## src/rtl/irqc_pkg.sv

```systemverilog
package irqc_pkg;
  localparam int DATA_W = 32;
  localparam int ADDR_W = 8;

  localparam logic [ADDR_W-1:0] OFS_GLOBAL = 8'h04;
  localparam logic [ADDR_W-1:0] OFS_STATUS = 8'h50;
  localparam logic [ADDR_W-1:0] OFS_ENABLE = 8'h54;
  localparam logic [ADDR_W-1:0] OFS_POLAR  = 8'h58;
  localparam logic [ADDR_W-1:0] OFS_RAW    = 8'h5C;

  typedef enum logic [2:0] {
    RD_NONE, RD_GLOBAL, RD_STATUS, RD_ENABLE, RD_POLAR, RD_RAW
  } rdSel_e;

  typedef struct packed {
    logic   wrGlobal;
    logic   wrStatus;
    logic   wrEnable;
    logic   wrPolar;
    logic   rdStrobe;
    rdSel_e rdSel;
  } busStrobe_t;
endpackage

```

## src/rtl/irqc_ctrl.sv

```systemverilog
module irqc_ctrl
  import irqc_pkg::*;
(
  input  logic              clk,
  input  logic              rstN,
  input  logic [ADDR_W-1:0] busAddr,
  input  logic              busWr,
  input  logic              busRd,
  output busStrobe_t        strobe
);
  always_comb begin
    strobe = '0;
    strobe.rdSel    = RD_NONE;
    strobe.rdStrobe = busRd;
    if (busWr) begin
      unique case (busAddr)
        OFS_GLOBAL: strobe.wrGlobal = 1'b1;
        OFS_STATUS: strobe.wrStatus = 1'b1;
        OFS_ENABLE: strobe.wrEnable = 1'b1;
        OFS_POLAR:  strobe.wrPolar  = 1'b1;
        default:    ;
      endcase
    end
    if (busRd) begin
      unique case (busAddr)
        OFS_GLOBAL: strobe.rdSel = RD_GLOBAL;
        OFS_STATUS: strobe.rdSel = RD_STATUS;
        OFS_ENABLE: strobe.rdSel = RD_ENABLE;
        OFS_POLAR:  strobe.rdSel = RD_POLAR;
        OFS_RAW:    strobe.rdSel = RD_RAW;
        default:    strobe.rdSel = RD_NONE;
      endcase
    end
  end

  // one write target at most, and the raw offset never writes
  a_r2_single_target: assert property (@(posedge clk) disable iff (!rstN)
    $onehot0({strobe.wrGlobal, strobe.wrStatus, strobe.wrEnable, strobe.wrPolar}));
  a_r8_raw_no_write: assert property (@(posedge clk) disable iff (!rstN)
    (busWr && busAddr == OFS_RAW) |->
      !(strobe.wrGlobal || strobe.wrStatus || strobe.wrEnable || strobe.wrPolar));
endmodule

```

## src/rtl/irqc_datapath.sv

```systemverilog
module irqc_datapath
  import irqc_pkg::*;
#(
  parameter int SYNC_STAGES = 2
) (
  input  logic              clk,
  input  logic              rstN,
  input  busStrobe_t        strobe,
  input  logic [DATA_W-1:0] busWdata,
  input  logic [DATA_W-1:0] srcIn,
  output logic [DATA_W-1:0] busRdata,
  output logic              irqOut
);
  localparam int TOP = DATA_W - 1;

  logic [DATA_W-1:0] pinsByBit;
  logic [SYNC_STAGES-1:0][DATA_W-1:0] syncPipe;
  logic [DATA_W-1:0] rawSync, asserted, clearMask, pendNext;
  logic [DATA_W-1:0] globReg, pendReg, enReg, polReg;
  logic [DATA_W-1:0] rdMux;

  // Source n lands on register bit TOP-n
  for (genvar n = 0; n < DATA_W; n++) begin : g_rev
    assign pinsByBit[TOP-n] = srcIn[n];
  end

  always_ff @(posedge clk or negedge rstN) begin
    if (!rstN) begin
      syncPipe <= '0;
    end else begin
      syncPipe[0] <= pinsByBit;
      for (int s = 1; s < SYNC_STAGES; s++) syncPipe[s] <= syncPipe[s-1];
    end
  end

  assign rawSync   = syncPipe[SYNC_STAGES-1];
  assign asserted  = rawSync ^ polReg;
  assign clearMask = strobe.wrStatus ? busWdata : '0;
  assign pendNext  = (pendReg & ~clearMask) | asserted;

  always_ff @(posedge clk or negedge rstN) begin
    if (!rstN) begin
      globReg <= '0;
      pendReg <= '0;
      enReg   <= '0;
      polReg  <= '0;
    end else begin
      pendReg <= pendNext;
      if (strobe.wrGlobal) globReg <= busWdata;
      if (strobe.wrEnable) enReg   <= busWdata;
      if (strobe.wrPolar)  polReg  <= busWdata;
    end
  end

  assign irqOut = globReg[0] & (|(pendReg & enReg));

  always_comb begin
    unique case (strobe.rdSel)
      RD_GLOBAL: rdMux = globReg;
      RD_STATUS: rdMux = pendReg;
      RD_ENABLE: rdMux = enReg;
      RD_POLAR:  rdMux = polReg;
      RD_RAW:    rdMux = rawSync;
      default:   rdMux = '0;
    endcase
  end

  always_ff @(posedge clk or negedge rstN) begin
    if (!rstN)                busRdata <= '0;
    else if (strobe.rdStrobe) busRdata <= rdMux;
  end

  a_r4_ones_clear: assert property (@(posedge clk) disable iff (!rstN)
    strobe.wrStatus |=> ((pendReg & $past(busWdata) & ~$past(asserted)) == '0));
  a_r4_no_spurious_clear: assert property (@(posedge clk) disable iff (!rstN)
    !strobe.wrStatus |=> (($past(pendReg) & ~pendReg) == '0));
  a_r5_level_repend: assert property (@(posedge clk) disable iff (!rstN)
    1'b1 |=> ((pendReg & $past(asserted)) == $past(asserted)));
  a_r7_set_only_when_asserted: assert property (@(posedge clk) disable iff (!rstN)
    1'b1 |=> ((pendReg & ~$past(pendReg) & ~$past(asserted)) == '0));
  a_r8_raw_readback: assert property (@(posedge clk) disable iff (!rstN)
    (strobe.rdStrobe && strobe.rdSel == RD_RAW) |=> (busRdata == $past(rawSync)));
endmodule

```

## src/rtl/lvl_irq_ctrl.sv

```systemverilog
module lvl_irq_ctrl
  import irqc_pkg::*;
#(
  parameter int SYNC_STAGES = 2
) (
  input  logic        clk,
  input  logic        rstN,
  input  logic [7:0]  busAddr,
  input  logic        busWr,
  input  logic        busRd,
  input  logic [31:0] busWdata,
  output logic [31:0] busRdata,
  input  logic [31:0] srcIn,
  output logic        irqOut
);
  busStrobe_t strobe;

  irqc_ctrl u_ctrl (
    .clk(clk), .rstN(rstN), .busAddr(busAddr),
    .busWr(busWr), .busRd(busRd), .strobe(strobe)
  );

  irqc_datapath #(.SYNC_STAGES(SYNC_STAGES)) u_dp (
    .clk(clk), .rstN(rstN), .strobe(strobe), .busWdata(busWdata),
    .srcIn(srcIn), .busRdata(busRdata), .irqOut(irqOut)
  );

  // with the gate bit low the line stays quiet
  a_r6_gate_low_quiet: assert property (@(posedge clk) disable iff (!rstN)
    !u_dp.globReg[0] |-> !irqOut);
endmodule

```

## config.mk

```make
export PLATFORM = sky130hd
export DESIGN_NAME = lvl_irq_ctrl
export DESIGN_NICKNAME = d
export VERILOG_FILES = /design/src/rtl/irqc_pkg.sv /design/src/rtl/irqc_ctrl.sv /design/src/rtl/irqc_datapath.sv /design/src/rtl/lvl_irq_ctrl.sv
export SDC_FILE = /design/constraint.sdc
export NUM_CORES = 1
export LEC_CHECK = 0
export BUFFER_PORTS_ARGS = -buffer_cell sky130_fd_sc_hd__buf_2
export CORE_MARGIN = 10
export CORE_UTILIZATION = 25
export CTS_CLUSTER_DIAMETER = 40
export DETAILED_ROUTE_END_ITERATION = 16
export PLACE_DENSITY = 0.42
export SYNTH_ARGS = -nofsm -noshare
export SYNTH_HDL_FRONTEND = slang
export SYNTH_SLANG_ARGS = --single-unit
```

## constraint.sdc

```tcl
create_clock -name clk -period 2.25 [get_ports clk]
set_input_delay 0.45 -clock clk [delete_from_list [all_inputs] [get_ports clk]]
set_output_delay 0.45 -clock clk [all_outputs]
set_load 0.02 [all_outputs]
```

-- After elaboration in Yosys (flattened, before gate mapping)
Index checks and enable logic that the tools add are counted.
Widths: inputs -> output; s select.
- flip-flop bits (word level): 224
- memory bits (read-only): 0
- logic and storage cells: 33
- memories: 0
- output and inout bits: 33
- bits in writable memories: 0
- bits of input ports: 76
- bits in latches: 0
- multiply operators: 0
- add/sub/neg operators: 0
- reduce and logical (&&, ||, !) cells: 1
- bitwise gates (word level): 6
- equal/unequal tests: 10
- magnitude comparators: 0
- muxes and demuxes: 9
- div/mod/pow operators: 0
- shifts and indexed selects: 0
- operators with widths (operator ; number):
    $pmux 32 s5 ; 1
    $and 32x32->32 ; 2
    $eq 8x7->1 const B ; 4
    $mux 32 ; 1
    $not 32->32 ; 1
    $or 32x32->32 ; 1
    $reduce_or 32->1 ; 1
    $xor 32x32->32 ; 1
    $pmux 3 s5 ; 1
    $eq 8x3->1 const B ; 1
    $eq 3x2->1 const B ; 2
    $eq 3x3->1 const B ; 2
    $mux 1 ; 4
    $mux 4 ; 1
    $eq 3x1->1 const B ; 1
    $mux 3 ; 1
    $and 1x1->1 ; 1

-- Logic depth before layout (Yosys ltp)
- depth after elaboration: 7
- depth in mapped cells: 6
- gate-level depth less buffers: 3

-- By module
From an unflattened synthesis, not the netlist that was laid out.
- cells, all modules: 763
- area total of the unflattened synthesis: 9497.9 um^2
- by module, submodules not included (module ; area an instance (um^2) ; sequential area each (um^2) ; cells each ; instances):
    irqc_datapath ; 9355.2 ; 5605.4 ; 747 ; 1
    irqc_ctrl ; 142.6 ; 0.0 ; 16 ; 1

-- Worst setup path before layout
Ideal clock, no wire load.
- kind: in2reg
- start point: in busAddr[3]
- end point: reg u_dp.busRdata[10]
- required time: 2124 ps
- cell stages on the path: 4
- path buffers: 1
- data arrival time: 1677 ps
- setup slack: 447 ps
- setup time: 126 ps
- cells stage by stage: buf_2 -> mux4_2 -> and4_1 -> a221o_1
- word-level cells in the longest chain between the ends: 5
- elaborated cells between the ends (all ways): 13
- classes of those cells: eq/ne (10); mux (3)
- ends and longest elaborated chain (what ; line ; source):
    start, declared ; lvl_irq_ctrl.sv:8 ; input logic [7:0] busAddr,
    $eq 8x7->1 / $eq 8x3->1 (equally long branches) ; irqc_ctrl.sv:25 ; unique case (busAddr)
    $pmux 3 s5 (*) ; irqc_ctrl.sv:25 ;
    $mux 3 (*) ; irqc_ctrl.sv:24 ; if (busRd) begin
    $eq 3x3->1 (tied with other cells) ; irqc_datapath.sv:58 ; unique case (strobe.rdSel)
    $pmux 32 s5 (*) ; irqc_datapath.sv:58 ;
    end signal, assigned ; irqc_datapath.sv:70 ; else if (strobe.rdStrobe) busRdata <= rdMux;
    end, declared ; irqc_datapath.sv:11 ; output logic [DATA_W-1:0] busRdata,
Mark *: on every way between the ends. The rest lies on a longest branch, timed or not.
A chain may end at the register's enable or synchronous reset.

-- Worst setup path after layout
- start point: reg u_dp.enReg[14]
- end point: out irqOut
- word-level cells in the longest chain between the ends: 3
- ends and longest elaborated chain (what ; line ; source):
    start, declared ; irqc_datapath.sv:19 ; logic [DATA_W-1:0] globReg, pendReg, enReg, polReg;
    start signal, assigned ; irqc_datapath.sv:50 ; if (strobe.wrEnable) enReg <= busWdata;
    $and 32x32->32 ; irqc_datapath.sv:55 ; assign irqOut = globReg[0] & (|(pendReg & enReg));
    $reduce_or 32->1 ; irqc_datapath.sv:55 ;
    $and 1x1->1 ; irqc_datapath.sv:55 ;
    end, declared ; lvl_irq_ctrl.sv:14 ; output logic irqOut
Every way passes these cells.

==> run_results.csv <==
group,metric,value,unit
grt,grt_pass1_vias,7044,
power,p_per_area,916,nW/µm²
clock_network,cts_tree,"built",
min_path,hold_start,"srcIn[19]",
die,fp.dieW,214,µm
clock_network,clkTransAtPathRegs,50,ps
timing,worst_pin_slew,508,ps
timing,hold_violations,0,
min_path,worstHoldPathCells,1,
place,place_ws,175,ps
yosys,ys_seq_area_frac,0.593,
min_path,holdPathEnd,"u_dp.syncPipe[12]",
yosys,netlist_instances,631,
timing,max_slew_margin,0.662,
grt,antenna_found_initial,4,
job,max_cap_violations,0,
yosys,yosys-top-cells-count,"dfrtp_1, mux2_2, nand4_1",
critical_path,start_kind,"register",
clock_network,clockBufferDepth,3,
grt,grt_usage,0.127,
yosys,synth-seq-cells,224,
clock_network,cts-buffers-inserted,41,
timing,setup_viol,1,
final_layout,fin_nets,878,
place,place_congestion,0.748,
grt,gr-total-overflow,0,
critical_path,regToRegSetupSlack,680,ps
timing,finClkSkew,9.72,ps
power,ir_worst_vdd,0.449,mV
critical_path,reg2reg_depth,3,
drt,first_iter_violations,364,
power,switching_share,0.225,
power,seqPwrFrac,0.369,
final_layout,design_area,12700,µm²
yosys,ys_types,25,
yosys,synth_area_leaders,"dfrtp_1, mux2_2, mux4_2",
die,die_y,214,µm
clock_network,clockRootBuffer,"clkbuf_16",
timing,final.setup.worst_slack,-234,ps
critical_path,path_class,"reg2out",
drt,drt_pass1_iterations,4,
run_status,run_status,"complete, but fails checks",
drt,vias,6312,
timing,period_share,1.10,
critical_path,worstPathArrival,2030,ps
yosys,syn_area_per_cell,15.0,µm²
clock_network,clkSinkCount,224,
drt,final_antenna_net_count,0,
grt,grt_max_degree,61,
drt,drc,0,
place,port_buffers,108,
critical_path,timing.rr.start,"u_dp.rawSync[22]",
power,comb_power_share,0.063,
die,ioPinCount,109,
final_layout,utilization,0.339,
critical_path,required,1800,ps
critical_path,cp_max_fo,3,
final_layout,areaGrowthSynthToFinish,34.5,%
yosys,synth_ff_type,"dfrtp_1",
place,dp_hpwl,19200,µm
yosys,async_flop_share,1.00,
critical_path,end_kind,"output pin",
clock_network,htreeDepth,2,
drt,wl_per_cell,21.5,µm
yosys,synth_top_cell_area_share,0.593,
critical_path,reg2reg_to,"u_dp.busRdata[22]",
yosys,yosysWarnings,0,
timing,fin_crit,2480,ps
timing,max_freq,403,MHz
die,start_util,0.252,
power,p_switching,2.62,mW
timing,drv_slew,0,
timing,rsz0062_at_grt,"true",
yosys,synth_area_leader_cell,"dfrtp_1",
power,leakage,5.74,nW
drt,via_per_inst,4.69,
place,postPlaceCellArea,10800,µm²
die,design.die.area,46000,µm²
die,rows,71,
min_path,hold_path.class,"in2reg",
die,core,37500,µm²
drt,wirelength,29000,µm
power,clkPwrFrac,0.568,
clock_network,clk_latency,540,ps
final_layout,drive_above_1_share,0.438,
run_status,violations,"negative setup slack",
yosys,syn_area,9450,µm²
yosys,synth.most_common_cell,"dfrtp_1",
yosys,synth_edf_count,0,
grt,grt_pass1_wl,45200,µm
power,p_int,9.01,mW
power,p_total,11.6,mW
yosys,syn_nets,707,
-- power by group through the flow --
stage / clock network [mW] / logic (mW) / registers [mW]
3_3_place_gp: 0 / 0.706 / 4.35
5_1_grt: 6.98 / 0.812 / 4.30
2_1_floorplan: 0 / 0.347 / 4.31
6_report: 6.61 / 0.736 / 4.29
3_5_place_dp: 0 / 0.707 / 4.35
4_1_cts: 6.79 / 0.757 / 4.29
-- kinds of logic (layout without fill, tap and decap cells) --
kind of cell              count (synthesis)  count (layout)  share of synthesized area
AOI/OAI and AO/OA                        81              81                     0.0727
other                                     0               3                          0
xor gates and xnor gates                 32              32                     0.0297
DFF                                     224             224                      0.593
buffers and inverters                    53             254                     0.0252
and+or+nand+nor                         113             113                     0.0883
muxes                                   128             128                      0.191
-- registers in the layout (all words and copies together) (netlist names) --
signal / count
u_dp.busRdata: 32
u_dp.enReg: 32
u_dp.globReg: 32
u_dp.pendReg: 32
u_dp.polReg: 32
u_dp.rawSync: 32
u_dp.syncPipe: 32
-- how the worst max path moves through the flow --
stage / startpoint / cells after the start / endpoint
2_1_floorplan: busAddr[3] / 4 / u_dp.busRdata[10]
3_3_place_gp: u_dp.pendReg[18] / 5 / irqOut
3_5_place_dp: u_dp.enReg[10] / 4 / irqOut
4_1_cts: u_dp.pendReg[30] / 4 / irqOut
5_1_grt: u_dp.enReg[14] / 4 / irqOut
6_report: u_dp.enReg[14] / 4 / irqOut
-- final cells by class --
type / count / area, µm²
diodes: 3 / 7.51
well taps: 511 / 639
clock inverters: 23 / 359
multi-input cells: 354 / 3670
repair buffers: 178 / 1290
flip-flops and latches: 224 / 5610
clock buffers: 50 / 1120
inverters: 3 / 11.3
fillers: 3760 / 24800
-- metal layers --
| layer | GRT usage | share of wire |
|---|---|---|
| met5 | 0 | 0.00024 |
| met4 | 0.0454 | 0.020 |
| met3 | 0.0312 | 0.053 |
| met2 | 0.201 | 0.47 |
| met1 | 0.166 | 0.46 |
-- per-stage QoR --
stage,hold slack [ps],TNS (ps),std cells
floorplan,154,0,631
global placement,333,0,1235
detailed placement,335,0,1235
CTS,1.97,-227,1343
global route,11.3,-257,1343
finish,30.2,-234,1346
-- critical path, cell delays in order, from the launching register on --
cell and delay [ps]:
dfrtp_1 400, a22oi_2 300, nand4_1 120, o41a_1 510, buf_6 170
-- cell usage in the layout, fill, tap and decap left out, types with 5 or more instances in the layout --
| cell type | instances |
|---|---|
| a21o_1 | 32 |
| buf_4 | 34 |
| mux2_2 | 96 |
| and4_1 | 31 |
| nand4_1 | 41 |
| dfrtp_1 | 224 |
| xor2_1 | 32 |
| a22oi_2 | 13 |
| mux4_2 | 32 |
| dlygate4sd3_1 | 26 |
| bufinv_16 | 8 |
| buf_2 | 105 |
| clkinv_2 | 5 |
| a221o_1 | 30 |
| nor3b_1 | 32 |
| clkbuf_16 | 42 |
| buf_12 | 11 |
-- what timing repair did --
action                                 in CTS  in global routing
endpoints found under the hold margin      81                  0
setup endpoints to repair                   1                  1
setup buffers                              10                  0
pin swaps                                   7                  1
gates resized for setup                    15                  0
hold buffers                               26                  0
No activity file was read; power rests on OpenSTA's default activity.
